<file path="src/rtl/xlate_pkg.sv">
package xlate_pkg;

  localparam int VA_W        = 32;
  localparam int SEG_W       = 4;
  localparam int SEG_N       = 1 << SEG_W;
  localparam int NIB_W       = 4;
  localparam int BASE_W      = 32;
  localparam int NIB_PER_REG = BASE_W / NIB_W;
  localparam int OFS_W       = VA_W - SEG_W;
  localparam int PERM_W      = 3;
  localparam int EN_LSB      = 2;
  localparam int EN_MSB      = 3;

  localparam logic [PERM_W-1:0] PERM_ALL = '1;

  typedef enum logic [1:0] {
    ACC_READ  = 2'd0,
    ACC_WRITE = 2'd1,
    ACC_EXEC  = 2'd2,
    ACC_RSVD  = 2'd3
  } acc_kind_e;

  // Translation is on when any enable bit in the global config is set.
  function automatic logic xlate_enabled(input logic [31:0] g);
    return |g[EN_MSB:EN_LSB];
  endfunction

  function automatic logic [SEG_W-1:0] seg_of(input logic [VA_W-1:0] va);
    return va[VA_W-1 -: SEG_W];
  endfunction

  // Reserved type code behaves as a read.
  function automatic acc_kind_e norm_kind(input logic [1:0] k);
    acc_kind_e r;
    case (k)
      2'd1:    r = ACC_WRITE;
      2'd2:    r = ACC_EXEC;
      default: r = ACC_READ;
    endcase
    return r;
  endfunction

  // Replace the segment nibble of the address by the physical base.
  function automatic logic [VA_W-1:0] splice_base(input logic [NIB_W-1:0] nib,
                                                  input logic [VA_W-1:0] va);
    return {nib, va[OFS_W-1:0]};
  endfunction

endpackage

</file>
<file path="src/rtl/xlate_route.sv">
module xlate_route
  import xlate_pkg::*;
(
  input  logic [VA_W-1:0]   vaddr,
  input  logic [1:0]        kind,
  input  logic              user,
  input  logic [31:0]       cfg_global,
  input  logic [SEG_N-1:0]  cfg_seg,
  input  logic [BASE_W-1:0] base_lo,
  input  logic [BASE_W-1:0] base_hi,
  output logic              xlate_on,
  output logic              direct_hit,
  output logic              bypass,
  output logic [VA_W-1:0]   bypass_paddr,
  output acc_kind_e         kind_norm,
  output logic              use_instr
);

  logic [SEG_W-1:0] seg;
  logic [NIB_W-1:0] seg_nib [SEG_N];
  logic [NIB_W-1:0] nib_sel;

  // One base nibble per segment, low register for the lower half.
  for (genvar g = 0; g < SEG_N; g++) begin : g_nib
    if (g < NIB_PER_REG) begin : g_lo
      assign seg_nib[g] = base_lo[(g % NIB_PER_REG)*NIB_W +: NIB_W];
    end else begin : g_hi
      assign seg_nib[g] = base_hi[(g % NIB_PER_REG)*NIB_W +: NIB_W];
    end
  end

  always_comb begin
    seg        = seg_of(vaddr);
    nib_sel    = seg_nib[seg];
    xlate_on   = xlate_enabled(cfg_global);
    direct_hit = xlate_on && !user && cfg_seg[seg];
    bypass     = !xlate_on || direct_hit;
    if (!xlate_on) bypass_paddr = vaddr;
    else           bypass_paddr = splice_base(nib_sel, vaddr);
    kind_norm  = norm_kind(kind);
    use_instr  = (kind_norm == ACC_EXEC);
  end

endmodule

</file>
<file path="src/rtl/xlate_lookup_port.sv">
module xlate_lookup_port
  import xlate_pkg::*;
(
  input  logic            clk,
  input  logic            rst_n,
  input  logic            start,
  input  logic [VA_W-1:0] start_vaddr,
  input  acc_kind_e       start_kind,
  input  logic            start_instr,
  input  logic            start_user,
  output logic            busy,
  output logic            pl_req_valid,
  input  logic            pl_req_ready,
  output logic [VA_W-1:0] pl_req_vaddr,
  output logic [1:0]      pl_req_kind,
  output logic            pl_req_instr,
  output logic            pl_req_user,
  input  logic            pl_rsp_valid,
  output logic            rsp_take
);

  typedef enum logic [1:0] {P_IDLE, P_REQ, P_WAIT} pstate_e;
  pstate_e st;

  logic [VA_W-1:0] va_q;
  acc_kind_e       kind_q;
  logic            instr_q, user_q;

  always_ff @(posedge clk) begin
    if (!rst_n) begin
      st      <= P_IDLE;
      va_q    <= '0;
      kind_q  <= ACC_READ;
      instr_q <= 1'b0;
      user_q  <= 1'b0;
    end else begin
      case (st)
        P_IDLE: if (start) begin
          st      <= P_REQ;
          va_q    <= start_vaddr;
          kind_q  <= start_kind;
          instr_q <= start_instr;
          user_q  <= start_user;
        end
        P_REQ:  if (pl_req_ready) st <= P_WAIT;
        P_WAIT: if (pl_rsp_valid) st <= P_IDLE;
        default: st <= P_IDLE;
      endcase
    end
  end

  assign busy         = (st != P_IDLE);
  assign pl_req_valid = (st == P_REQ);
  assign pl_req_vaddr = va_q;
  assign pl_req_kind  = kind_q;
  assign pl_req_instr = instr_q;
  assign pl_req_user  = user_q;
  assign rsp_take     = (st == P_WAIT) && pl_rsp_valid;

  p_req_hold_r6: assert property (@(posedge clk) disable iff (!rst_n)
    pl_req_valid && !pl_req_ready |=> pl_req_valid && $stable(pl_req_vaddr)
      && $stable(pl_req_kind) && $stable(pl_req_instr) && $stable(pl_req_user));

  p_req_drop_r6: assert property (@(posedge clk) disable iff (!rst_n)
    pl_req_valid && pl_req_ready |=> !pl_req_valid);

  p_kind_norm_r7: assert property (@(posedge clk) disable iff (!rst_n)
    pl_req_valid |-> (pl_req_kind != 2'd3) && (pl_req_instr == (pl_req_kind == 2'd2)));

endmodule

</file>
<file path="src/rtl/xlate_result_reg.sv">
module xlate_result_reg
  import xlate_pkg::*;
(
  input  logic              clk,
  input  logic              rst_n,
  input  logic              load_bypass,
  input  logic [VA_W-1:0]   bypass_paddr,
  input  logic              load_rsp,
  input  logic [VA_W-1:0]   rsp_paddr,
  input  logic [PERM_W-1:0] rsp_perm,
  input  logic              rsp_miss,
  output logic              res_valid,
  output logic [VA_W-1:0]   res_paddr,
  output logic [PERM_W-1:0] res_perm,
  output logic              res_miss
);

  always_ff @(posedge clk) begin
    if (!rst_n) begin
      res_valid <= 1'b0;
      res_paddr <= '0;
      res_perm  <= '0;
      res_miss  <= 1'b0;
    end else if (load_bypass) begin
      res_valid <= 1'b1;
      res_paddr <= bypass_paddr;
      res_perm  <= PERM_ALL;
      res_miss  <= 1'b0;
    end else if (load_rsp) begin
      res_valid <= 1'b1;
      res_paddr <= rsp_paddr;
      res_perm  <= rsp_perm;
      res_miss  <= rsp_miss;
    end else begin
      res_valid <= 1'b0;
    end
  end

  p_rsp_copy_r8: assert property (@(posedge clk) disable iff (!rst_n)
    load_rsp |=> res_valid && res_paddr == $past(rsp_paddr)
      && res_perm == $past(rsp_perm) && res_miss == $past(rsp_miss));

endmodule

</file>
<file path="src/rtl/seg_xlate_front.sv">
module seg_xlate_front
  import xlate_pkg::*;
(
  input  logic               clk,
  input  logic               rst_n,
  input  logic               acc_valid,
  output logic               acc_ready,
  input  logic [31:0]        acc_vaddr,
  input  logic [1:0]         acc_kind,
  input  logic               acc_user,
  input  logic [31:0]        cfg_global,
  input  logic [15:0]        cfg_seg,
  input  logic [31:0]        base_lo,
  input  logic [31:0]        base_hi,
  output logic               pl_req_valid,
  input  logic               pl_req_ready,
  output logic [31:0]        pl_req_vaddr,
  output logic [1:0]         pl_req_kind,
  output logic               pl_req_instr,
  output logic               pl_req_user,
  input  logic               pl_rsp_valid,
  input  logic [31:0]        pl_rsp_paddr,
  input  logic [2:0]         pl_rsp_perm,
  input  logic               pl_rsp_miss,
  output logic               res_valid,
  output logic [31:0]        res_paddr,
  output logic [2:0]         res_perm,
  output logic               res_miss
);

  logic            xlate_on, route_direct, route_bypass, use_instr;
  logic [VA_W-1:0] bypass_paddr;
  acc_kind_e       kind_norm;
  logic            busy, acc_fire, start_paged, load_bypass, rsp_take;

  assign acc_ready   = !busy;
  assign acc_fire    = acc_valid && acc_ready;
  assign start_paged = acc_fire && !route_bypass;
  assign load_bypass = acc_fire && route_bypass;

  xlate_route u_route (
    .vaddr(acc_vaddr), .kind(acc_kind), .user(acc_user),
    .cfg_global(cfg_global), .cfg_seg(cfg_seg),
    .base_lo(base_lo), .base_hi(base_hi),
    .xlate_on(xlate_on), .direct_hit(route_direct), .bypass(route_bypass),
    .bypass_paddr(bypass_paddr), .kind_norm(kind_norm), .use_instr(use_instr)
  );

  xlate_lookup_port u_port (
    .clk(clk), .rst_n(rst_n),
    .start(start_paged), .start_vaddr(acc_vaddr), .start_kind(kind_norm),
    .start_instr(use_instr), .start_user(acc_user),
    .busy(busy),
    .pl_req_valid(pl_req_valid), .pl_req_ready(pl_req_ready),
    .pl_req_vaddr(pl_req_vaddr), .pl_req_kind(pl_req_kind),
    .pl_req_instr(pl_req_instr), .pl_req_user(pl_req_user),
    .pl_rsp_valid(pl_rsp_valid), .rsp_take(rsp_take)
  );

  xlate_result_reg u_res (
    .clk(clk), .rst_n(rst_n),
    .load_bypass(load_bypass), .bypass_paddr(bypass_paddr),
    .load_rsp(rsp_take), .rsp_paddr(pl_rsp_paddr),
    .rsp_perm(pl_rsp_perm), .rsp_miss(pl_rsp_miss),
    .res_valid(res_valid), .res_paddr(res_paddr),
    .res_perm(res_perm), .res_miss(res_miss)
  );

  p_disabled_pass_r1: assert property (@(posedge clk) disable iff (!rst_n)
    acc_fire && !xlate_on |=> res_valid && res_paddr == $past(acc_vaddr)
      && res_perm == 3'b111 && !res_miss && !pl_req_valid);

  p_direct_full_r4: assert property (@(posedge clk) disable iff (!rst_n)
    acc_fire && route_direct |=> res_valid && res_perm == 3'b111 && !res_miss
      && res_paddr[27:0] == $past(acc_vaddr[27:0]) && !pl_req_valid);

  p_user_paged_r5: assert property (@(posedge clk) disable iff (!rst_n)
    acc_fire && acc_user && xlate_on |=> pl_req_valid && !res_valid
      && pl_req_vaddr == $past(acc_vaddr));

  p_busy_block_r9: assert property (@(posedge clk) disable iff (!rst_n)
    pl_req_valid |-> !acc_ready);

endmodule

</file>
<file path="config.mk">
export PLATFORM = sky130hd
export DESIGN_NAME = seg_xlate_front
export DESIGN_NICKNAME = d
export VERILOG_FILES = /design/src/rtl/xlate_pkg.sv /design/src/rtl/xlate_route.sv /design/src/rtl/xlate_lookup_port.sv /design/src/rtl/xlate_result_reg.sv /design/src/rtl/seg_xlate_front.sv
export SDC_FILE = /design/constraint.sdc
export NUM_CORES = 1
export LEC_CHECK = 0
export BUFFER_PORTS_ARGS = -buffer_cell sky130_fd_sc_hd__buf_2
export CORE_MARGIN = 8
export CORE_UTILIZATION = 41
export CTS_CLUSTER_SIZE = 20
export DETAILED_ROUTE_END_ITERATION = 16
export PLACE_DENSITY = 0.81
export REMOVE_ABC_BUFFERS = 1
export SYNTH_ARGS = -nofsm -noshare
export SYNTH_HDL_FRONTEND = slang
export SYNTH_SLANG_ARGS = --single-unit
</file>
<file path="constraint.sdc">
create_clock -name clk -period 2.4 [get_ports clk]
set_clock_uncertainty 0.15 [all_clocks]
set_input_delay 0 -clock clk [delete_from_list [all_inputs] [get_ports clk]]
set_output_delay 0 -clock clk [all_outputs]
set_load 0.005 [all_outputs]
</file>
==> results.cfg, run 1 <==
[yosys]
yosysUniqueCellTypes = 35
synthArstFlopShare = 0
yosysWarnings = 0
synth_seq_area_share = 0.415
ys_seq_elements = 74
syn_inst = 417
synth-edff-count = 0
avgSynthCellArea_um2 = 8.55
synth_flop_cell = dfxtp_1
synth_area_um2 = 3570

[critical_path]
rr_endpoint = u_res.res_paddr[28]$_SDFFE_PN0P_
cp-start-kind = register
r2r-start = u_port.st[1]$_SDFFE_PN0P_
crit_required_ns = 2.51
startpoint = u_port.st[1]$_SDFFE_PN0P_
rrSetupSlack_ns = 0.08
worstSetupEndpointType = register
crit_fanout = 17
endpoint = u_res.res_paddr[28]$_SDFFE_PN0P_
reg2reg_depth = 7
worstSetupPathType = register to register
arrival_ns = 2.43

[die]
die-area_um2 = 11900
core_um2 = 8590
start_util = 0.415
io_pins = 263
fp-row-count = 34
fp.dieW_um = 109
die_h_um = 109

[timing]
whs_ns = 0.0432
setup_viol = 0
tightest_slew_ns = 0.831
fin_tns_setup_ns = 0
finalCriticalPeriod_ns = 2.32
drv_slew = 0
relSlewSlack = 0.445
fin_crit_sh = 0.967
rsz0062_at_grt = false
max_freq_ghz = 0.431
hold_viol = 0

[run]
maxCapViolCount = 0

[placement]
finalWeightedCongestion = 0.849
port-buffer-count = 232
hpwl_um = 9630

[pwr]
powerDensity_nw_per_um2 = 596
combPwrFrac = 0.225
seq_power_share = 0.395
peakVddDrop_uv = 292
swShare = 0.254
clock_power_share = 0.380
p_sw_mw = 0.894
leakagePower_nw = 2.70
fin_total_pwr_mw = 3.53
p_int_mw = 2.63

[clock_network]
cts_sinks = 74
cts_buffer_depth = 2
cts_made_buffers = 9
h-tree-depth = 3
root_buffer = clkbuf_8
clk_latency_ns = 0.34
clk_pin_slew_ns = 0.08
cts_tree = done

[drt]
drt_pre_antenna_iters = 5
wl_um = 15200
dr.first_iter.drc_count = 276
drc = 0
vias = 4513
routed_via_density = 5.46
wl_per_cell_um = 18.3
ant_nets = 0

[final_layout]
final_common_cell = buf_2
fin_util = 0.689
nFillCells = 647
synthToLayoutAreaGrowth_pct = 66.0
final_nets = 897
layout_common_cells = 232 x buf_2, 104 x nand2_1, 75 x dlygate4sd3_1
layout-drive-gt1-share = 0.416

[grt]
grt_max_degree = 66
overflow = 0
antenna_found_initial = 1
grt_pass1_vias = 4770
grt_pass1_wl_um = 22800
grt_util_all_layers = 0.241

[status]
status = finished, final reports clean

[min_path]
hold_class = input port to register
## synthesized netlist by cell type (all sizes together), types with 3 or more instances
cell type,n,area [um2]
nand2,104,390
dfxtp,74,1480
o21ai,69,349
a31oi,34,213
nand3,31,155
clkbuf,25,93.8
mux4,21,488
buf,14,81.3
nor2,8,30.0
a21oi,7,38.8
mux2i,6,60.1
mux2,4,45.0
or3b,4,35.0
o31ai,3,22.5
## critical path, stage by stage, from the launching register on
cell and delay, ns:
dfxtp_1 0.35, or3b_4 0.41, or3b_2 0.52, o22ai_4 0.15, buf_4 0.16, nor2_4 0.10, and3_4 0.26, a211oi_1 0.14
## how the worst min path moves through the flow
stage	from	endpoint	cells after the start
finish	rst_n	u_res.res_paddr[21]$_SDFFE_PN0P_	3
detailed placement	pl_req_ready	u_port.st[1]$_SDFFE_PN0P_	3
global route	rst_n	u_port.pl_req_vaddr[30]$_SDFFE_PN0P_	3
floorplan	acc_vaddr[31]	u_port.pl_req_vaddr[31]$_SDFFE_PN0P_	2
global placement	acc_vaddr[23]	u_port.pl_req_vaddr[23]$_SDFFE_PN0P_	3
CTS	rst_n	u_port.pl_req_vaddr[3]$_SDFFE_PN0P_	3
## final cells by class
cell class,count,area (um2),share of cell area
Antenna cell,4,10.0,0.00169
Multi-Input combinational cell,305,1990,0.336
Clock inverter,4,120,0.0203
Sequential cell,74,1480,0.250
Timing Repair Buffer,318,2010,0.340
Tap cell,108,135,0.0228
Clock buffer,12,165,0.0279
Inverter,1,3.75,0.000634
## power by group through the flow
stage	registers [mW]	logic (mW)	clock network [mW]
after floorplan	1.42	0.261	0
after CTS	1.39	0.762	1.36
after detailed placement	1.42	0.636	0
final	1.39	0.794	1.34
after global routing	1.40	0.859	1.43
after global placement	1.41	0.615	0
## layer usage
| layer | part of all wire | track usage | routed length, um |
|---|---|---|---|
| met1 | 0.34 | 0.232 | 5230 |
| met2 | 0.53 | 0.445 | 7970 |
| met3 | 0.086 | 0.0804 | 1300 |
| met4 | 0.043 | 0.131 | 656 |
| met5 | 0 | 0 | 0 |
## metrics by stage
stage	area (um2)	cells	setup WS, ns
after CTS	5880	822	0.0341
final	5920	826	0.0790
after global routing	5920	824	0.0202
after detailed placement	4780	727	-0.428
after floorplan	3390	378	-0.973
after global placement	4780	727	-0.257
## kinds of logic after synthesis
family          after synthesis  synth area share
flops                        74             0.415
mux                          31             0.166
buf+inv                      40            0.0502
simple gates                155             0.185
compound gates              117             0.183
## flip-flops by register name, indices dropped and copies added (netlist names)
signal	count
u_res.res_valid	1
u_port.st	2
u_port.pl_req_user	1
u_port.pl_req_kind	2
u_port.pl_req_vaddr	32
u_res.res_paddr	32
u_res.res_miss	1
u_res.res_perm	3
## repair_timing
item / 4_1_cts / 5_1_grt
setup buffers: 2 / 0
gates cloned: 2 / 0
hold buffers: 75 / 0
setup endpoints to repair: 33 / 33
pin swaps: 2 / 2
hold endpoints to repair: 72 / 0
gates resized for setup: 5 / 33
Note: power is estimated with default switching activity, not from simulation.
==> run 2: changes to the inputs <==
--- a/config.mk
+++ b/config.mk
@@ -10,7 +10,7 @@
 export CORE_UTILIZATION = 41
 export CTS_CLUSTER_SIZE = 20
 export DETAILED_ROUTE_END_ITERATION = 16
-export PLACE_DENSITY = 0.81
+export PLACE_DENSITY = 0.8
 export REMOVE_ABC_BUFFERS = 1
 export SYNTH_ARGS = -nofsm -noshare
 export SYNTH_HDL_FRONTEND = slang
==> results.cfg, run 2 (synthesized netlist as in run 1, its figures left out) <==
[grt]
overflow = 0
grt_util_all_layers = 0.240
antenna_found_initial = 0
grt_pass1_vias = 4672
grt_pass1_wl_um = 22400
grt_max_degree = 58

[critical_path]
cp-start-kind = register
crit_chain = or3b_2, buf_4, or3_1, o22ai_2, nor2_4, buf_12, o21ai_0, a31oi_1
r2r-start = u_port.st[0]$_SDFFE_PN0P_
rr_endpoint = u_res.res_paddr[1]$_SDFFE_PN0P_
worstSetupPathType = register to register
arrival_ns = 2.36
worst_path_largest_cell_delay_ns = 0.47
worstSetupEndpointType = register
crit_required_ns = 2.47
crit_fanout = 31
cp_slowest_cell = or3b_2
cp_top_family = simple AND/OR/NAND/NOR gates
rrSetupSlack_ns = 0.10
reg2reg_depth = 8
cp_num_buf_inv = 2

[drt]
ant_nets = 0
drc = 0
vias = 4433
dr.first_iter.drc_count = 294
wl_um = 14700
wl_per_cell_um = 17.8
routed_via_density = 5.37
drt_pre_antenna_iters = 4

[pwr]
fin_total_pwr_mw = 3.31
powerDensity_nw_per_um2 = 566
leakagePower_nw = 2.67
peakVddDrop_uv = 307

[clock_network]
clk_pin_slew_ns = 0.08
clk_latency_ns = 0.33
post_cts_buffers = 0
root_buffer = clkbuf_8
cts_buffer_depth = 2
cts_tree = done
cts_made_buffers = 9
h-tree-depth = 3
cts_sinks = 74

[die]
start_util = 0.415
io_pins = 263
core_um2 = 8590
die_h_um = 109
fp-row-count = 34
fp.dieW_um = 109
die-area_um2 = 11900

[placement]
post-place-ws_ns = 0.0430
dp_cells = 731
finalWeightedCongestion = 0.820
port-buffer-count = 232
hpwl_um = 10100

[min_path]
hold_path_end = u_res.res_paddr[28]$_SDFFE_PN0P_
worstHoldStart = cfg_global[3]
hold_class = input port to register
min_path_cells = 4

[timing]
tightest_slew_ns = 0.742
finalWorstSetupSlack_ns = 0.105
max_freq_ghz = 0.436
hold_viol = 0
setup_viol = 0
drv_slew = 0
whs_ns = 0.0197
relSlewSlack = 0.506
rsz0062_at_grt = false
finalCriticalPeriod_ns = 2.30
fin_crit_sh = 0.956

[final_layout]
synthToLayoutAreaGrowth_pct = 64.1
layout-drive-gt1-share = 0.402
final_common_cell = buf_2
final_nets = 900
instances_no_fill = 825
antenna_cells = 0
layout_common_cells = 231 x buf_2, 104 x nand2_1, 78 x dlygate4sd3_1
nFillCells = 673

[run]
maxCapViolCount = 0

[status]
status = finished, final reports clean
[run 2: cell count changes in the layout (fill, tap and decap cells not counted), moves of 2 or more]
cell,before,now
o21ai_0,41,60
o21ai_1,23,8
diode_2,4,0
o21ai_2,4,0
buf_4,8,11
clkbuf_8,12,9
dlygate4sd3_1,75,78
buf_6,2,0
clkbuf_1,0,2
nor2_4,3,1
[run 2: layout make-up]
class	count	area [um2]	share of cell area
inverters	1	3.75	0.000642
flip-flops and latches	74	1480	0.253
clock inverters	5	103	0.0175
clock buffers	11	131	0.0225
multi-input cells	303	1930	0.330
repair buffers	323	2070	0.353
well taps	108	135	0.0231
[run 2: timing repair]
item                                   CTS  global route
endpoints found under the hold margin   72             0
gates resized for setup                  0             7
hold buffers                            78             0
setup endpoints to repair                0            24
[run 2: power breakdown]
part | internal [mW] | switching, mW
Clock | 0.690 | 0.451
Sequential | 1.33 | 0.0535
Combinational | 0.419 | 0.364
[run 2: how the worst max path moves through the flow]
stage,startpoint,endpoint,depth (start not counted)
6_report,u_port.st[0]$_SDFFE_PN0P_,u_res.res_paddr[1]$_SDFFE_PN0P_,8
5_1_grt,u_port.st[0]$_SDFFE_PN0P_,u_res.res_paddr[25]$_SDFFE_PN0P_,8
4_1_cts,u_port.st[0]$_SDFFE_PN0P_,u_res.res_paddr[15]$_SDFFE_PN0P_,7
3_5_place_dp,u_port.st[0]$_SDFFE_PN0P_,u_res.res_paddr[15]$_SDFFE_PN0P_,7
3_3_place_gp,u_port.st[0]$_SDFFE_PN0P_,u_res.res_paddr[19]$_SDFFE_PN0P_,7
2_1_floorplan,acc_vaddr[28],u_res.res_paddr[29]$_SDFFE_PN0P_,6
[run 2: layer usage]
| metal | wire, um | global-route usage | vias up |
|---|---|---|---|
| met4 | 871 | 0.162 | 0 |
| met2 | 7670 | 0.436 | 244 |
| met5 | 0 | 0 | - |
| met3 | 1310 | 0.0851 | 64 |
| met1 | 4860 | 0.221 | 2038 |
| li1 | - | - | 2087 |
[run 2: worst reg2reg max path, delay by kind of cell (launching register included)]
family,cells,cell delay (ns)
flops,1,0.32
buf+inv,2,0.34
simple gates,3,0.89
compound gates,3,0.48
[run 2: metrics by stage]
stage | utilization | TNS, ns | area, um2
floorplan | - | -31.25 | 3390
global route | 0.681 | 0 | 5850
global placement | 0.562 | 0 | 4830
CTS | 0.680 | 0 | 5840
detailed placement | 0.562 | 0 | 4830
finish | 0.681 | 0 | 5850
==> run 3: changes to the inputs <==
--- a/config.mk
+++ b/config.mk
@@ -6,8 +6,10 @@
 export NUM_CORES = 1
 export LEC_CHECK = 0
 export BUFFER_PORTS_ARGS = -buffer_cell sky130_fd_sc_hd__buf_2
+export CELL_PAD_IN_SITES_DETAIL_PLACEMENT = 1
+export CELL_PAD_IN_SITES_GLOBAL_PLACEMENT = 2
 export CORE_MARGIN = 8
-export CORE_UTILIZATION = 41
+export CORE_UTILIZATION = 21
 export CTS_CLUSTER_SIZE = 20
 export DETAILED_ROUTE_END_ITERATION = 16
 export PLACE_DENSITY = 0.8
==> results.cfg, run 3 (synthesized netlist as in run 1, its figures left out) <==
[status]
status = finished, final reports clean

[critical_path]
reg2reg_depth = 8
worstSetupEndpointType = register
rrSetupSlack_ns = 0.08
arrival_ns = 2.38
cp-start-kind = register
worstSetupPathType = register to register
r2r-start = u_port.st[0]$_SDFFE_PN0P_
rr_endpoint = u_res.res_paddr[2]$_SDFFE_PN0P_
crit_fanout = 23
startpoint = u_port.st[0]$_SDFFE_PN0P_
crit_required_ns = 2.46
endpoint = u_res.res_paddr[2]$_SDFFE_PN0P_

[drt]
drt_pre_antenna_iters = 5
ant_nets = 0
vias = 4345
wl_per_cell_um = 17.4
dr.first_iter.drc_count = 180
drc = 0
routed_via_density = 4.62
wl_um = 16300

[clock_network]
clk_latency_ns = 0.33
cts_buffer_depth = 2
cts_sinks = 74
clk_pin_slew_ns = 0.06
root_buffer = clkbuf_16
h-tree-depth = 3
cts_made_buffers = 9
cts_tree = done

[pwr]
clock_power_share = 0.397
p_int_mw = 2.71
peakVddDrop_uv = 326
swShare = 0.257
powerDensity_nw_per_um2 = 594
p_sw_mw = 0.938
seq_power_share = 0.382
leakagePower_nw = 2.74
combPwrFrac = 0.221

[final_layout]
layout_common_cells = 232 x buf_2, 104 x nand2_1, 79 x dlygate4sd3_1
instances_no_fill = 940
layout-drive-gt1-share = 0.400
final_common_cell = buf_2
final_nets = 903
synthToLayoutAreaGrowth_pct = 72.0
antenna_cells = 0
stdcell_area_um2 = 6130
fin_util = 0.370

[min_path]
hold_class = input port to register
min_path_cells = 3

[grt]
grt_util_all_layers = 0.147
antenna_found_initial = 0
grt_pass1_vias = 4842
grt_max_degree = 47
grt_pass1_wl_um = 25700
overflow = 0

[timing]
tightest_slew_ns = 0.846
max_freq_ghz = 0.431
whs_ns = 0.0181
hold_viol = 0
setup_viol = 0
fin_crit_sh = 0.967
drv_slew = 0
finalCriticalPeriod_ns = 2.32
fin_tns_setup_ns = 0
rsz0062_at_grt = true
relSlewSlack = 0.436

[placement]
placed_area_um2 = 4990
finalWeightedCongestion = 0.768
port-buffer-count = 232
dp_cells = 844
hpwl_um = 12100

[die]
die_h_um = 146
fp.dieW_um = 146
fp-row-count = 47
io_pins = 263
core_um2 = 16600
die-area_um2 = 21400
start_util = 0.215

[run]
maxCapViolCount = 0
run 3: how the worst min path moves through the flow:
| stage | start | end |
|---|---|---|
| 2_1_floorplan | acc_vaddr[31] | u_port.pl_req_vaddr[31]$_SDFFE_PN0P_ |
| 3_3_place_gp | pl_req_ready | u_port.st[1]$_SDFFE_PN0P_ |
| 3_5_place_dp | pl_req_ready | u_port.st[1]$_SDFFE_PN0P_ |
| 4_1_cts | cfg_global[3] | u_res.res_miss$_SDFFE_PP0P_ |
| 5_1_grt | acc_vaddr[30] | u_port.pl_req_vaddr[30]$_SDFFE_PN0P_ |
| 6_report | cfg_global[3] | u_res.res_miss$_SDFFE_PP0P_ |
run 3: worst max-delay path, cell delays in order (launching register included):
cell	delay, ns
dfxtp_1	0.30
or3b_2	0.47
buf_4	0.16
or3_1	0.32
o22ai_2	0.23
nor2_4	0.13
buf_12	0.20
o21ai_1	0.16
a31oi_1	0.07
run 3: per-stage QoR:
stage / setup WS [ns] / total power, mW
finish: 0.0788 / 3.65
floorplan: -0.973 / 1.69
global placement: 0.0475 / 2.08
CTS: 0.0259 / 3.69
global route: -0.000581 / 3.85
detailed placement: -0.0308 / 2.11
run 3: power by group through the flow:
stage	sequential, mW	combinational [mW]	clock [mW]
5_1_grt	1.41	0.888	1.56
4_1_cts	1.39	0.796	1.50
3_3_place_gp	1.41	0.669	0
3_5_place_dp	1.42	0.689	0
2_1_floorplan	1.42	0.261	0
6_report	1.39	0.804	1.45
run 3: layout make-up:
class | instances | area, um2
Multi-Input combinational cell | 303 | 1930
Clock buffer | 14 | 254
Sequential cell | 74 | 1480
Tap cell | 220 | 275
Clock inverter | 2 | 60.1
Fill cell | 2020 | 10500
Inverter | 1 | 3.75
Timing Repair Buffer | 326 | 2120
run 3: timing repair:
action	CTS	global route
resized for setup	1	7
endpoints found under the hold margin	71	0
hold buffers	79	0
setup endpoints to repair	3	12
cloned	0	1
buffers inserted	0	0
run 3: layer usage:
metal / GRT usage / vias to the layer above / part of all wire
met3: 0.0516 / 24 / 0.077
met4: 0.0572 / 0 / 0.022
met2: 0.261 / 200 / 0.49
li1: - / 2098 / -
met5: 0 / - / 0
met1: 0.156 / 2023 / 0.41
